### src/rtl/fpx_pkg.sv
package fpx_pkg;
  typedef enum logic [2:0] {
    CLS_PLAIN  = 3'd0,
    CLS_FPWAIT = 3'd1,
    CLS_WAIT   = 3'd2,
    CLS_CTRL   = 3'd3,
    CLS_CLEAR  = 3'd4,
    CLS_XSTATE = 3'd5
  } fpx_cls_e;

  // classes that must look at the pending error before issuing
  function automatic logic cls_checks(input logic [2:0] c);
    return (c == CLS_FPWAIT) || (c == CLS_WAIT);
  endfunction

  function automatic logic cls_clears(input logic [2:0] c);
    return c == CLS_CLEAR;
  endfunction
endpackage

### src/rtl/fpx_err_track.sv
module fpx_err_track #(
  parameter int NFLAG = 6,
  parameter int AW    = 32
) (
  input  logic             clk,
  input  logic             rst,
  input  logic             cmp_valid,
  input  logic [NFLAG-1:0] cmp_flags,
  input  logic [NFLAG-1:0] cmp_mask,
  input  logic [AW-1:0]    cmp_addr,
  input  logic             clr_req,
  output logic             pending_q,
  output logic [NFLAG-1:0] status_q,
  output logic [AW-1:0]    flt_ptr_q
);
  logic             unmasked_hit;
  logic [NFLAG-1:0] raised;

  assign raised       = cmp_valid ? cmp_flags : '0;
  assign unmasked_hit = cmp_valid && (|(cmp_flags & ~cmp_mask));

  always_ff @(posedge clk) begin
    if (rst) begin
      pending_q <= 1'b0;
      status_q  <= '0;
      flt_ptr_q <= '0;
    end else begin
      // clear first, then the incoming report is merged on top
      status_q <= (clr_req ? '0 : status_q) | raised;
      if (unmasked_hit) begin
        pending_q <= 1'b1;
        flt_ptr_q <= cmp_addr;
      end else if (clr_req) begin
        pending_q <= 1'b0;
      end
    end
  end
endmodule

### src/rtl/fpx_issue_gate.sv
module fpx_issue_gate #(
  parameter int AW = 32
) (
  input  logic          clk,
  input  logic          rst,
  input  logic          iss_valid,
  input  logic [2:0]    iss_class,
  input  logic [AW-1:0] iss_addr,
  input  logic          pending,
  output logic          stall,
  output logic          clr_req,
  output logic          trap_q,
  output logic [AW-1:0] ret_ptr_q
);
  import fpx_pkg::*;

  assign stall   = iss_valid && cls_checks(iss_class) && pending;
  assign clr_req = iss_valid && cls_clears(iss_class);

  always_ff @(posedge clk) begin
    if (rst) begin
      trap_q    <= 1'b0;
      ret_ptr_q <= '0;
    end else begin
      trap_q <= stall;
      if (stall) ret_ptr_q <= iss_addr;
    end
  end
endmodule

### src/rtl/fpx_defer_ctrl.sv
module fpx_defer_ctrl #(
  parameter int NFLAG = 6,
  parameter int AW    = 32,
  parameter int ECW   = 16
) (
  input  logic             clk,
  input  logic             rst,
  input  logic             cmp_valid,
  input  logic [NFLAG-1:0] cmp_flags,
  input  logic [NFLAG-1:0] cmp_mask,
  input  logic [AW-1:0]    cmp_addr,
  input  logic             iss_valid,
  input  logic [2:0]       iss_class,
  input  logic [AW-1:0]    iss_addr,
  output logic             stall_o,
  output logic             trap_o,
  output logic [AW-1:0]    ret_ptr_o,
  output logic [AW-1:0]    flt_ptr_o,
  output logic [NFLAG-1:0] status_o,
  output logic             pending_o,
  output logic             err_code_valid_o,
  output logic [ECW-1:0]   err_code_o
);
  logic clr_req;

  fpx_err_track #(.NFLAG(NFLAG), .AW(AW)) u_track (
    .clk       (clk),
    .rst       (rst),
    .cmp_valid (cmp_valid),
    .cmp_flags (cmp_flags),
    .cmp_mask  (cmp_mask),
    .cmp_addr  (cmp_addr),
    .clr_req   (clr_req),
    .pending_q (pending_o),
    .status_q  (status_o),
    .flt_ptr_q (flt_ptr_o)
  );

  fpx_issue_gate #(.AW(AW)) u_gate (
    .clk       (clk),
    .rst       (rst),
    .iss_valid (iss_valid),
    .iss_class (iss_class),
    .iss_addr  (iss_addr),
    .pending   (pending_o),
    .stall     (stall_o),
    .clr_req   (clr_req),
    .trap_q    (trap_o),
    .ret_ptr_q (ret_ptr_o)
  );

  // this trap class reports no error code of its own
  assign err_code_valid_o = 1'b0;
  assign err_code_o       = '0;
endmodule

### config.mk
export PLATFORM = sky130hd
export DESIGN_NAME = fpx_defer_ctrl
export DESIGN_NICKNAME = d
export VERILOG_FILES = /design/src/rtl/fpx_pkg.sv /design/src/rtl/fpx_err_track.sv /design/src/rtl/fpx_issue_gate.sv /design/src/rtl/fpx_defer_ctrl.sv
export SDC_FILE = /design/constraint.sdc
export NUM_CORES = 1
export LEC_CHECK = 0
export ABC_AREA = 0
export BUFFER_PORTS_ARGS = -buffer_cell sky130_fd_sc_hd__buf_2
export CAP_MARGIN = 20
export CELL_PAD_IN_SITES_DETAIL_PLACEMENT = 2
export CELL_PAD_IN_SITES_GLOBAL_PLACEMENT = 2
export CORE_ASPECT_RATIO = 1.4
export CORE_UTILIZATION = 22
export DETAILED_ROUTE_END_ITERATION = 7
export GPL_TIMING_DRIVEN = 1
export PLACE_DENSITY = 0.85
export SYNTH_ARGS = -nofsm -noshare
export SYNTH_HDL_FRONTEND = slang
export SYNTH_SLANG_ARGS = --single-unit
export TNS_END_PERCENT = 30
### constraint.sdc
create_clock -name clk -period 1.6 [get_ports clk]
set_input_delay 0.08 -clock clk [delete_from_list [all_inputs] [get_ports clk]]
set_output_delay 0.08 -clock clk [all_outputs]
set_load 0.1 [all_outputs]
# Word-level counts from Yosys, hierarchy flattened
# Cells that the tools add are included.
[op_classes] eq_ne=3 n_mux=4 n_bitwise=3 reduce_logical=7
[op_table] cell="$mux 6" count=2
[op_table] cell="$and 6x6->6" count=1
[op_table] cell="$not 6->6" count=1
[op_table] cell="$or 6x6->6" count=1
[op_table] cell="$reduce_or 6->1" count=1
[op_table] cell="$logic_and 1x1->1" count=4
[op_table] cell="$eq 3x1->1 const B" count=1
[op_table] cell="$eq 3x2->1 const B" count=1
[op_table] cell="$eq 3x3->1 const B" count=1
[op_table] cell="$mux 1" count=2
[op_table] cell="$reduce_bool 2->1" count=1
[op_table] cell="$logic_or 1x1->1" count=1
[word_totals] regBits=72 input_bits=83 output_inout_bits=90

# Logic depth before layout (Yosys ltp)
# Gate-level depths: netlist of run 1.
[logic_depth] ltp_word=5 mapped_depth=6 mapped_depth_nobuf=5

# Hierarchy
# A second synthesis of run 1 with hierarchy kept.
[unflattened] cells_unflattened=303 hier_area_um2=3138.0
[modules_own_cells] module="fpx_err_track" instances=1 cells_per_inst=140 area_per_inst_um2=1510.2 seq_area_each_um2=780.7
[modules_own_cells] module="fpx_issue_gate" instances=1 cells_per_inst=145 area_per_inst_um2=1496.4 seq_area_each_um2=660.6
[modules_own_cells] module="fpx_defer_ctrl" instances=1 cells_per_inst=18 area_per_inst_um2=131.4 seq_area_each_um2=0.0

# Worst setup path before layout of run 1
# Ideal clock, no wire load.
[synth_timing] path_type="reg2reg" start="reg u_track.pending_q" end="reg u_gate.ret_ptr_q[28]" setup_time_ns=0.071 arrival_ns=2.221 slack_ns=-0.692 stages_incl_launch_ff=6 n_path_buf=1 period_less_slack_ns=2.292 cell_sequence="dfxtp_1 -> nand4b_1 -> inv_2 -> buf_2 -> nand2_1 -> a21oi_1"
[synth_between] elab_chain_cells=1
[synth_lines] item="from (decl)" line_no="fpx_err_track.sv:12" rtl="output logic pending_q,"
[synth_lines] item="from (signal assigned)" line_no="fpx_err_track.sv:24" rtl="pending_q <= 1'b0;"
[synth_lines] item="from (signal assigned)" line_no="fpx_err_track.sv:31" rtl="pending_q <= 1'b1;"
[synth_lines] item="from (signal assigned)" line_no="fpx_err_track.sv:34" rtl="pending_q <= 1'b0;"
[synth_lines] item="$logic_and 1x1->1" line_no="fpx_issue_gate.sv:17" rtl="assign stall = iss_valid && cls_checks(iss_class) && pending;"
[synth_lines] item="net stall_o" line_no="fpx_defer_ctrl.sv:15" rtl="output logic stall_o,"
[synth_lines] item="to (signal assigned)" line_no="fpx_issue_gate.sv:26" rtl="if (stall) ret_ptr_q <= iss_addr;"
[synth_lines] item="to (decl)" line_no="fpx_issue_gate.sv:13" rtl="output logic [AW-1:0] ret_ptr_q"
# The timed path passes the listed nets, and every way through them passes these cells.
# A chain may end at the register's enable or synchronous reset.

# Worst setup path in the final report of run 1
[layout_timing] start="reg u_track.pending_q" end="out stall_o"
[layout_between] elab_chain_cells=1
[layout_lines] item="$logic_and 1x1->1" line_no="fpx_issue_gate.sv:17"
[layout_lines] item="to (decl)" line_no="fpx_defer_ctrl.sv:15"
# Every way passes these cells.

==> results by group, run 1 <==
Outcome
  • Run status: complete, no violations

CTS
  • Clk buf depth: 2
  • H-tree depth: 3
  • CTS tree: done
  • Worst-path clk slew: around 50 ps
  • Root buffer cell: clkbuf_16
  • TritonCTS Sinks: 72
  • Worst-Skew Late Latency: 320 ps
  • Setup Buffers After CTS: 0
  • CTS buffer count: 9

Global route
  • Grt total ovfl: 0
  • Largest net degree at the start of global routing: 34
  • Initial antenna violation count: 1
  • GRT Total Usage: 0.166
  • Vias in the first global route: 3098
  • First-pass GRT wire length: between 15 and 20 mm

Floorplanning
  • Row cnt: 46
  • I/O pins: about 170
  • Die W: 94.1 um
  • Die area: between 10000 and 15000 um^2
  • Starting density of the core: 0.228
  • Core area: about 11000 um^2
  • Die height: approximately 130 um

Power
  • Switching part of the total power: 0.329
  • Combinational share of power: 0.252
  • PD cells: between 1000 and 1500 nW/um^2
  • Worst vdd ir: ~0.44 mV
  • Clock power share: 0.393
  • Sequential Power Share: 0.355
  • Power Internal: approximately 3.7 mW
  • Leak: 2.09 nW
  • NetSw: around 1.8 mW

Logic synthesis
  • Mapped Cells: ~270
  • Area of the mapped netlist: around 2600 um^2
  • Synth Warn #: 0
  • Yosys cell types: 23
  • Synth Area per Inst: 9.79 um^2
  • Top-area cell type share of the netlist area: 0.551
  • FF+latch count, synth: 72
  • Sequential fraction of the synthesis area: 0.551
  • Leading area contributor after synthesis: dfxtp_1
  • Synth top area cells: dfxtp_1, nand2_1, a22o_1

Min path
  • WHS Path Cells: 3
  • Hold crit path type: in2reg

Place
  • Post-detail-place hpwl: 6.54 mm
  • I/O Buffers: 155
  • Placed cell count: between 500 and 600
  • Global placement routability congestion: 0.664

Layout
  • Most common cell after layout, fill and taps aside: buf_2
  • Ant. Diodes: 0
  • Final #Nets: around 560
  • Layout cell share with drive strength beyond 1: 0.387
  • Final cell count without fillers: 627
  • Commonest non-fill, non-tap cells in the layout: buf_2, dfxtp_1, nand2_1, dlygate4sd3_1, a21oi_1
  • Layout area overhead: 68.1%

STA
  • Max Fclk: about 670 MHz
  • Min Clock Period, post-route: 1480 ps
  • Endpoints failing hold: 0
  • Worst Tran Pin Value: around 510 ps
  • RSZ-0062 raised after global routing: no
  • Setup TNS: 0 ps
  • Setup violations, final: 0
  • Clk_skew: 4.66 ps
  • Post-route clock period utilization: 0.926
  • Max Transition Viols Final: 0
  • Slew Limit Headroom: 0.659

Detailed routing
  • Drt total wl: ~10 mm
  • Final antenna-violating net count: 0
  • DR pass1 iterations: 7
  • Vias/cell: 4.37
  • Via count: 2743
  • Drt first-iter violations: between 40 and 50
  • Wire per inst: about 16 um
  • DRC errors left: 0

Setup path
  • CP peak stage delay: 340 ps
  • WP data required: 1520 ps
  • Worst R2R End: u_gate.ret_ptr_q[1]
  • CP max-delay cell: dfxtp_4
  • Crit Reg-Reg Startpoint: u_track.pending_q
  • Setup crit start: u_track.pending_q
  • Flop-to-flop setup slack: approximately 260 ps
  • CP Max Fanout: 33
  • WP buf/inv: 2
  • WP depth: 3
  • Startpoint Class: register
  • CP endpoint kind: primary output
  • Critical path class: reg2out
  • Cell breakdown of the critical path: nand4b_1 -> clkinv_4 -> buf_12
  • WP data arrival: approximately 1400 ps
  • Crit-path leading delay family: buffers and inverters
  • Worst R2R Path Depth: 4
  • Worst Setup EP: stall_o

Flow run
  • Max-cap violations: 0
worst min path at each step:
stage	slack, ps	to	startpoint
2_1_floorplan	200	u_track.flt_ptr_q[21]	cmp_addr[21]
3_3_place_gp	300	u_track.flt_ptr_q[22]	cmp_addr[22]
3_5_place_dp	300	u_track.flt_ptr_q[12]	cmp_addr[12]
4_1_cts	0.8	u_gate.ret_ptr_q[14]	iss_addr[14]
5_1_grt	10	u_track.flt_ptr_q[3]	cmp_addr[3]
6_report	20	u_gate.ret_ptr_q[14]	iss_addr[14]
sequential cells by signal, summed over array words and instances (netlist names):
| name | flops |
|---|---|
| u_gate.trap_q | 1 |
| u_track.pending_q | 1 |
| u_track.flt_ptr_q | 32 |
| u_track.status_q | 6 |
| u_gate.ret_ptr_q | 32 |
metal layers:
layer / share of wire / up-vias / GRT usage
met3: 0.064 / 9 / 0.0503
met5: 0.0017 / - / 0
met4: 0.0094 / 2 / 0.0498
met1: 0.36 / 1316 / 0.160
met2: 0.56 / 116 / 0.333
li1: - / 1300 / -
through the flow:
step           setup slack, ps  hold WS [ps]  area [um^2]  power, mW   util
3_3_place_gp               207           298         3470       3.19  0.303
3_5_place_dp               134           302         3470       3.22  0.303
5_1_grt                   30.4          14.2         4390       5.67  0.384
6_report                   118          16.3         4390       5.44  0.384
4_1_cts                   6.86         0.822         4390       5.52  0.383
2_1_floorplan             57.4           204         2680       3.00      -
cells in the mapped netlist, drive strengths merged:
| library cell | n |
|---|---|
| nand2 | 65 |
| xor2 | 1 |
| a21oi | 33 |
| dfxtp | 72 |
| or4bb | 1 |
| nor2b | 3 |
| conb | 1 |
| nand4b | 1 |
| inv | 5 |
| a22oi | 7 |
| clkbuf | 9 |
| nor2 | 8 |
| a22o | 32 |
| buf | 26 |
| a2111oi | 1 |
| a31o | 2 |
power by group through the flow:
stage / Clock (mW) / Combinational, mW / Sequential (mW)
detailed placement: 0 / 1.25 / 1.97
global placement: 0 / 1.23 / 1.96
CTS: 2.22 / 1.37 / 1.93
global route: 2.30 / 1.43 / 1.94
floorplan: 0 / 0.403 / 2.60
finish: 2.14 / 1.37 / 1.93
cell families (layout without fill, tap and decap cells):
kind of cell              after synthesis  in the layout  share of synthesized area
AOI/OAI and AO/OA                      75             75                      0.221
other                                   1             17                    0.00143
buffers and inverters                  40            240                      0.101
and+or+nand+nor                        78             78                      0.123
DFF                                    72             72                      0.551
xor gates and xnor gates                1              1                    0.00335
worst register-to-register path, delay by kind of cell (launching register included):
| family | cells | cell delay (ps) |
|---|---|---|
| DFF | 1 | 340 |
| and+or+nand+nor | 2 | 330 |
| buffers and inverters | 1 | 400 |
| AOI/OAI and AO/OA | 1 | 190 |
layout make-up:
type	instances	area (um^2)
multi-input cells	171	970
fillers	1277	7060
clock inverters	3	65.1
flip-flops and latches	72	1450
well taps	144	180
clock buffers	12	256
repair buffers	220	1450
inverters	5	23.8
timing repair:
action | in CTS | in global routing
setup endpoints to repair | 1 | 1
hold buffers | 60 | 0
resized for setup | 1 | 2
hold endpoints to repair | 60 | 0
cloned | 0 | 0
Power figures use the tool's default switching activity.
==> run 2, diff against run 1 <==
Settings changed: CTS_CLUSTER_DIAMETER from default to 80, MAX_ROUTING_LAYER from default to met4, PLACE_DENSITY 0.85 to default, PLACE_DENSITY_LB_ADDON from default to 0.1.
==> run 2 against run 1 <==
  * Fmax is 3.1% higher
  * Hold slack worse by 15 ps
  * Power is 2.9% higher
  * Largest cell class unchanged
==> results by group, run 2 (synthesis gave the netlist of run 1 again) <==
Setup path
  • Startpoint Class: register
  • CP peak stage delay: 360 ps (+20 ps)
  • Cell breakdown of the critical path: nand4b_1 -> inv_2 -> buf_12 -> buf_12
  • Setup crit start: u_track.pending_q
  • Crit Reg-Reg Startpoint: u_track.pending_q
  • WP data arrival: 1360 ps (-40 ps)
  • WP data required: 1520 ps (about the same)
  • Critical path class: reg2out
  • CP max-delay cell: dfxtp_4
  • WP buf/inv: 3 (+1)
  • Crit-path most repeated cell: buf_12
  • Crit-path leading delay family: buffers and inverters
  • CP Max Fanout: 33 (unchanged)
  • CP endpoint kind: primary output

Floorplanning
  • Die height: 131 um (unchanged)
  • I/O pins: 173 (unchanged)
  • Core area: 11500 um^2 (unchanged)
  • Die W: 94.1 um (unchanged)
  • Die area: 12300 um^2 (unchanged)
  • Starting density of the core: 0.228 (unchanged)
  • Row cnt: 46 (unchanged)

CTS
  • Setup Buffers After CTS: 0 (unchanged)
  • Worst-Skew Late Latency: 330 ps (about the same)
  • Root buffer cell: clkbuf_16
  • CTS buffer count: 9 (unchanged)
  • Clk buf depth: 2 (unchanged)
  • TritonCTS Sinks: 72 (unchanged)
  • CTS tree: done
  • Worst-path clk slew: 60 ps (about the same)
  • H-tree depth: 3 (unchanged)

Detailed routing
  • Vias/cell: 4.26 (-2.7%)
  • DR pass1 iterations: 4 (-3)
  • Via count: 2678 (-2.4%)
  • DRC errors left: 0 (unchanged)
  • Wire per inst: 14.6 um (-9.6%)
  • Drt total wl: 9.20 mm (-9.3%)
  • Final antenna-violating net count: 0 (unchanged)
  • Drt first-iter violations: 36 (-23%)

STA
  • Endpoints failing hold: 0 (unchanged)
  • Setup violations, final: 0 (unchanged)
  • Max Fclk: 696 MHz (+3.1%)
  • Post-route clock period utilization: 0.898 (-0.0282)
  • Worst Tran Pin Value: 516 ps (+1.79 ps)
  • RSZ-0062 raised after global routing: no
  • Slew Limit Headroom: 0.658 (-0.00119)
  • Min Clock Period, post-route: 1440 ps (-45.1 ps)
  • Max Transition Viols Final: 0 (unchanged)
  • Setup TNS: 0 ps (unchanged)
  • Clk_skew: 6.95 ps (+2.29 ps)

Layout
  • Layout area overhead: 69.8%
  • Biggest regs: u_gate.ret_ptr_q (32), u_track.flt_ptr_q (32), u_track.status_q (6)
  • Commonest non-fill, non-tap cells in the layout: buf_2, dfxtp_1, nand2_1, dlygate4sd3_1, a21oi_1
  • Most common cell after layout, fill and taps aside: buf_2
  • Layout cell share with drive strength beyond 1: 0.392 (+0.00459)
  • Final instance area: 4440 um^2 (+1.0%)
  • Ant. Diodes: 0 (unchanged)
  • Final cell count without fillers: 629 (+0.32%)
  • Final #Nets: 564 (+0.36%)

Power
  • Clock power share: 0.411 (+0.018)
  • Total design power: 5.60 mW (+2.9%)
  • Worst vdd ir: 0.455 mV (+2.5%)
  • PD cells: 1260 nW/um^2 (+1.9%)
  • Power Internal: 3.77 mW (+3.3%)
  • Leak: 2.11 nW (+0.98%)
  • Sequential Power Share: 0.345 (-0.010)
  • Switching part of the total power: 0.326 (-0.00286)
  • NetSw: 1.83 mW (+2.0%)
  • Combinational share of power: 0.244 (-0.008)

Global route
  • Largest net degree at the start of global routing: 34 (unchanged)
  • First-pass GRT wire length: 14.2 mm (-8.3%)
  • Vias in the first global route: 2989 (-3.5%)
  • GRT Total Usage: 0.155 (-0.0110)
  • Grt total ovfl: 0 (unchanged)
  • Initial antenna violation count: 0 (-1)

Min path
  • Hold crit path type: in2reg
  • Hold_sp: iss_addr[15]

Place
  • Placed cell count: 554 (+0.36%)
  • Global placement routability congestion: 0.652 (-1.8%)
  • Placement Cell Area: 3490 um^2 (+0.79%)
  • Post-detail-place hpwl: 6.19 mm (-5.4%)
  • I/O Buffers: 155 (unchanged)

Flow run
  • Max-cap violations: 0 (unchanged)

Outcome
  • Run status: complete, no violations
run 2: final timing paths:
check	endpoint	slack (ps)	cells after the start
min	u_gate.ret_ptr_q[15]	1	3
max	stall_o	160	4
max reg2reg	u_gate.ret_ptr_q[22]	470	5
min reg2reg	u_gate.ret_ptr_q[30]	450	2
run 2: power groups by stage:
stage	registers [mW]	logic, mW	clock network, mW
finish	1.93	1.36	2.30
global route	1.94	1.42	2.46
CTS	1.93	1.37	2.38
detailed placement	1.97	1.25	0
global placement	1.97	1.24	0
floorplan	2.60	0.403	0
run 2: worst reg2reg max path, cell delays in order (launching register included):
cell and delay [ps]:
dfxtp_4 360, nand4b_1 170, inv_2 110, buf_12 200, nand2_1 90, a21oi_1 140
run 2: area by class of cell:
type                       instances  area [um^2]
clock buffer                      10          239
clock inverter                     5          104
fill                            1299         7020
inverter                           5         18.8
multi-input combinational        171          970
sequential                        72         1450
tap                              144          180
timing repair buffer             222         1480
run 2: metrics by stage:
stage | util | setup WS (ps) | hold WS (ps)
finish | 0.387 | 163 | 1.29
global route | 0.387 | 51.1 | 11.3
CTS | 0.387 | 123 | 1.04
detailed placement | 0.305 | 233 | 305
global placement | 0.305 | 246 | 297
floorplan | - | 57.4 | 204
run 2: layer usage:
layer	part of all wire	global-route usage	vias to the layer above
met5	0	-	-
met4	0.015	0.0561	0
met3	0.056	0.0399	11
met2	0.52	0.283	101
met1	0.40	0.160	1265
li1	-	-	1301
run 2: what timing repair did:
| item | CTS | global route |
|---|---|---|
| resized for setup | 0 | 0 |
| hold buffers | 60 | 0 |
| hold endpoints to repair | 60 | 0 |
| endpoints found under the setup margin | 0 | 0 |
